`src/rtl/gpio_edge_irq.sv`:
```
module gpio_edge_irq #(
  parameter int NPINS = 32,
  parameter int AW    = 4,
  parameter int IW    = $clog2(NPINS)
) (
  input  logic             clk,
  input  logic             rst_n,
  input  logic [NPINS-1:0] pin_i,
  input  logic             bus_wr,
  input  logic             bus_rd,
  input  logic [AW-1:0]    bus_addr,
  input  logic [NPINS-1:0] bus_wdata,
  output logic [NPINS-1:0] bus_rdata,
  output logic             irq_o,
  output logic [IW-1:0]    pend_idx,
  output logic             pend_vld
);
  localparam logic [AW-1:0] CTL_A = AW'(4'h0);
  localparam logic [AW-1:0] MSK_A = AW'(4'h4);
  localparam logic [AW-1:0] EVT_A = AW'(4'h8);

  logic [NPINS-1:0] s1, s2, prev;
  logic [NPINS-1:0] ctrl, mask, evt, hit, edge_det, clr;
  logic [2:0]       arm;
  logic             wr_ctl, wr_msk, wr_evt;

  assign wr_ctl = bus_wr && (bus_addr == CTL_A);
  assign wr_msk = bus_wr && (bus_addr == MSK_A);
  assign wr_evt = bus_wr && (bus_addr == EVT_A);

  always_ff @(posedge clk or negedge rst_n) begin
    if (!rst_n) begin
      s1   <= '0;
      s2   <= '0;
      prev <= '0;
      arm  <= '0;
    end else begin
      s1   <= pin_i;
      s2   <= s1;
      prev <= s2;
      arm  <= {arm[1:0], 1'b1};
    end
  end

  assign edge_det = arm[2] ? ((~s2 & prev) | (s2 & ~prev & ~ctrl)) : '0;
  assign clr      = wr_evt ? bus_wdata : '0;

  always_ff @(posedge clk or negedge rst_n) begin
    if (!rst_n) begin
      ctrl <= '0;
      mask <= '0;
      evt  <= '0;
    end else begin
      if (wr_ctl) ctrl <= bus_wdata;
      if (wr_msk) mask <= bus_wdata;
      evt <= (evt & ~clr) | edge_det;
    end
  end

  always_ff @(posedge clk or negedge rst_n) begin
    if (!rst_n) bus_rdata <= '0;
    else if (bus_rd) begin
      case (bus_addr)
        CTL_A:   bus_rdata <= ctrl;
        MSK_A:   bus_rdata <= mask;
        EVT_A:   bus_rdata <= evt;
        default: bus_rdata <= '0;
      endcase
    end
  end

  assign hit   = evt & mask;
  assign irq_o = |hit;

  always_comb begin
    pend_idx = '0;
    pend_vld = 1'b0;
    for (int j = NPINS - 1; j >= 0; j--) begin
      if (hit[j]) begin
        pend_idx = IW'(NPINS - 1 - j);
        pend_vld = 1'b1;
      end
    end
  end


  fall_only_chk: assert property (@(posedge clk) disable iff (!rst_n)
    ((evt & ~$past(evt) & $past(ctrl) & $past(s2 & ~prev)) == '0));


  evt_src_chk: assert property (@(posedge clk) disable iff (!rst_n)
    ((evt & ~$past(evt) & ~($past(s2) ^ $past(prev))) == '0));


  w1c_chk: assert property (@(posedge clk) disable iff (!rst_n)
    $past(wr_evt) |-> ((evt & $past(bus_wdata) & ~$past(edge_det)) == '0));


  mask_wr_chk: assert property (@(posedge clk) disable iff (!rst_n)
    $past(wr_msk) |-> (mask == $past(bus_wdata)));


  irq_vld_chk: assert property (@(posedge clk) disable iff (!rst_n)
    irq_o == pend_vld);


  pend_hit_chk: assert property (@(posedge clk) disable iff (!rst_n)
    pend_vld |-> (evt[NPINS-1-int'(pend_idx)] && mask[NPINS-1-int'(pend_idx)]));
endmodule

```
`config.mk`:
```
export PLATFORM = sky130hd
export DESIGN_NAME = gpio_edge_irq
export DESIGN_NICKNAME = d
export VERILOG_FILES = /design/src/rtl/gpio_edge_irq.sv
export SDC_FILE = /design/constraint.sdc
export NUM_CORES = 1
export LEC_CHECK = 0
export ABC_CLOCK_PERIOD_IN_PS = 1900
export BUFFER_PORTS_ARGS = -buffer_cell sky130_fd_sc_hd__buf_2
export CAP_MARGIN = 40
export CORE_UTILIZATION = 55
export DETAILED_ROUTE_END_ITERATION = 10
export PLACE_DENSITY = 0.76
export SYNTH_ARGS = -nofsm -noshare
export SYNTH_HDL_FRONTEND = slang
export SYNTH_SLANG_ARGS = --single-unit
```
`constraint.sdc`:
```
create_clock -name clk -period 1.9 [get_ports clk]
set_input_delay 0.19 -clock clk [delete_from_list [all_inputs] [get_ports clk]]
set_output_delay 0.19 -clock clk [all_outputs]
set_load 0.05 [all_outputs]
```
==> summary.md <==
| Metric | Value |
|---|---|
| Run status | `finished with violations` |
| Failing checks | `negative setup slack` |
| PortBufs | `110` |
| H-Tree Depth | `1` |
| Largest area contributor in the netlist | `dfrtp_1` |
| DP HPWL | `13300 um` |
| Core footprint | `between 15000 and 20000 um2` |
| Critical path type | `register to primary output` |
| Root Buffer Master | `clkbuf_16` |
| Netlist Area Pre-Place | `between 8000 and 9000 um2` |
| Worst-Skew Late Latency | `a little over 0.5 ns` |
| Num ports | `111` |
| Initial Util | `a little under three fifths` |
| DP Area | `9910 um2` |
| Drt initial violations | `617` |
| Finished Core Util | `about three quarters` |
| Clock-pin slew on the worst setup and hold paths | `roughly 0.060 ns` |
| TritonCTS clock tree | `yes` |
| CP startpoint kind | `register` |
| DR WL/cell | `around 20 um` |
| Die H | `127 um` |
| # clock sinks | `about 230` |
| Post-Syn Nets | `710` |
| Critical path's slowest cell | `or4_4` |
| Area Growth Syn to Fin | `34.0%` |
| Slew HR | `a little under three fifths` |
| Crit path capture type | `primary output` |
| Tot GR Track Use | `between 20% and 30%` |
| Top cells by area, synth | `dfrtp_1 66%, mux2_2 5.1%, mux2_1 3.9%` |
| First-pass GRT wire length | `approximately 35000 um` |
| F_max | `405 MHz` |
| Worst path top cell family by delay | `simple AND/OR/NAND/NOR gates` |
| P_leak | `around 5.3 nW` |
| Critical Path, Cell by Cell | `buf_6 > a22oi_2 > buf_4 > nand3_4 > or4_4 > buf_8` |
| Max-cap violation count | `0` |
| Sequential share of the synthesized area | `between 60 and 70%` |
| Most common cell after layout, fill and taps aside | `dfrtp_1` |
| Initial DRT Pass Iterations | `8` |
| Antenna diodes | `0` |
| Worst VDD drop | `roughly 0.95 mV` |
| PD cells | `1060 nW/um2` |
| Routability cong. | `~0.83` |
| RSZ-0062 raised after global routing | `yes` |
| Setup violations, final | `7` |
| Tcrit/Tclk final | `130%` |
| Avg Synthesized Cell Area | `13.6 um2` |
| Largest net degree at the start of global routing | `slightly below 60` |
| Finished Cell Area | `11600 um2` |
| Site row count | `between 40 and 50` |
| Yosys reg bits | `around 230` |
| Detailed Route WL | `22200 um` |
| Layout cell share with drive strength beyond 1 | `approximately 33%` |
| Vias in the first global route | `between 6000 and 7000` |
| Hold slack final | `approximately 0.20 ns` |
| Arrival time at the worst endpoint | `~2.3 ns` |
| ANT nets after route | `0` |
| CTS Buf Count | `23` |
| Crit-path max FO | `3` |
| Hold Fails Final Rpt | `0` |
| Clock skew | `0.0102 ns` |
| Slew Limit Fails | `0` |
| Post-synth cell types | `36` |
| Max Root-Sink Buffers | `3` |
| DIE WIDTH | `between 100 and 150 um` |
| Commonest cells after routing, fill and taps aside | `227 x dfrtp_1, 102 x buf_2, 65 x nand2_1, 65 x dlygate4sd3_1, 64 x buf_4` |
| Initial antenna violation count | `0` |
| CP required | `1.71 ns` |
| Post-Syn Instances | `around 640` |
| Synth top area share | `65.7%` |
| Hold Path Class | `input port to asynchronous set/reset pin` |
| Final WS setup | `-0.569 ns` |
| Vias per cell | `between 5 and 6` |
| Die footprint | `roughly 16000 um2` |
| Max incr delay on CP | `0.58 ns` |
| Minimum clock period | `about 2.5 ns` |
| Grt ovf | `0` |
| Via count | `roughly 6400` |
| Crit path buf inv count | `3` |
| Worst-Margin Slew | `between 0.6 and 0.7 ns` |
| Drt drc | `0` |
| NumNets Final | `954` |
| Warnings, synthesis | `0` |
[worst register-to-register path, stage by stage, from the launching register on]
cell and delay [ns]:
dfrtp_1 0.77, buf_4 0.38, a22o_1 0.21
[final cells by class]
class | instances | area, um2
well taps | 211 | 264
fillers | 928 | 3670
flip-flops and latches | 227 | 5680
repair buffers | 248 | 1890
inverters | 33 | 124
multi-input cells | 349 | 2900
clock buffers | 32 | 669
clock inverters | 6 | 61.3
[Yosys cell counts]
cell and n:
dfrtp_1 227, nand2_1 69, mux2_2 39, a22o_1 34
a222oi_1 33, inv_1 33, o22ai_1 32, mux2_1 30
nand2b_1 28, mux2i_1 27, clkbuf_1 19, buf_2 10
nand3_1 8, nor2_1 8, a22oi_1 7, a21oi_1 4
a32o_1 3, o21ai_0 3, a211oi_1 2, a32oi_1 2
a41oi_1 2, and2_1 2, nor4b_4 2, or4_1 2
a2111oi_0 1, a21o_1 1, a221oi_1 1, a31oi_1 1
and3_1 1, conb_1 1, nand2_2 1, nand4_1 1
nor4_4 1, o2111ai_1 1, o211ai_1 1, or3b_2 1
[state kept, by name (all words and copies together) (netlist names)]
signal     flops
ctrl          32
arm            3
evt           32
s2            32
prev          32
mask          32
s1            32
bus_rdata     32
[logic make-up after synthesis]
| kind of cell | after synthesis | synth area share (%) |
|---|---|---|
| AO/OA/AOI/OAI | 128 | 12.1 |
| AND/OR/NAND/NOR | 124 | 7.26 |
| other | 1 | 0.0434 |
| buffers and inverters | 62 | 2.84 |
| flip-flops | 227 | 65.7 |
| multiplexers | 96 | 12.1 |
[metrics by stage]
stage          cells  TNS [ns]  setup slack (ns)  power [W]
2_1_floorplan    638    -0.101            -0.101    0.00666
6_report        1106     -3.23            -0.569     0.0123
4_1_cts         1099     -3.00            -0.589     0.0122
3_5_place_dp     994    -0.730            -0.287    0.00753
3_3_place_gp     994    -0.647            -0.301    0.00741
5_1_grt         1106     -3.69            -0.627     0.0128
[path summary, 6_finish.rpt]
| path | start | end | slack (ns) | cells past startpoint |
|---|---|---|---|---|
| min | rst_n | bus_rdata[31] | 0.20 | 2 |
| max reg2reg | arm[2] | evt[29] | 0.47 | 2 |
| min in group clk | bus_rd | bus_rdata[26] | 0.30 | 3 |
| max in group asynchronous | rst_n | evt[21] | 1.03 | 3 |
| min reg2reg | s1[3] | s2[3] | 0.35 | 0 |
| max | evt[20] | pend_vld | -0.57 | 6 |
[layer usage]
metal | up-vias | track usage [%] | share of wire, %
met5 | - | 0 | 0
met4 | 0 | 9.73 | 2.9
met3 | 54 | 4.10 | 6.0
met2 | 300 | 47.6 | 50
met1 | 3230 | 37.6 | 41
li1 | 2829 | - | -
[power breakdown]
part           switching, W  internal (W)
sequential         0.000379       0.00531
clock               0.00182       0.00258
combinational       0.00112       0.00108
[timing repair]
action | 4_1_cts | 5_1_grt
gates resized for setup | 36 | 19
cloned | 0 | 0
setup buffers | 2 | 8
endpoints found under the hold margin | 167 | 0
pin swaps | 9 | 17
setup endpoints to repair | 7 | 7
hold buffers | 65 | 0
No activity file was read; power rests on OpenSTA's default activity.
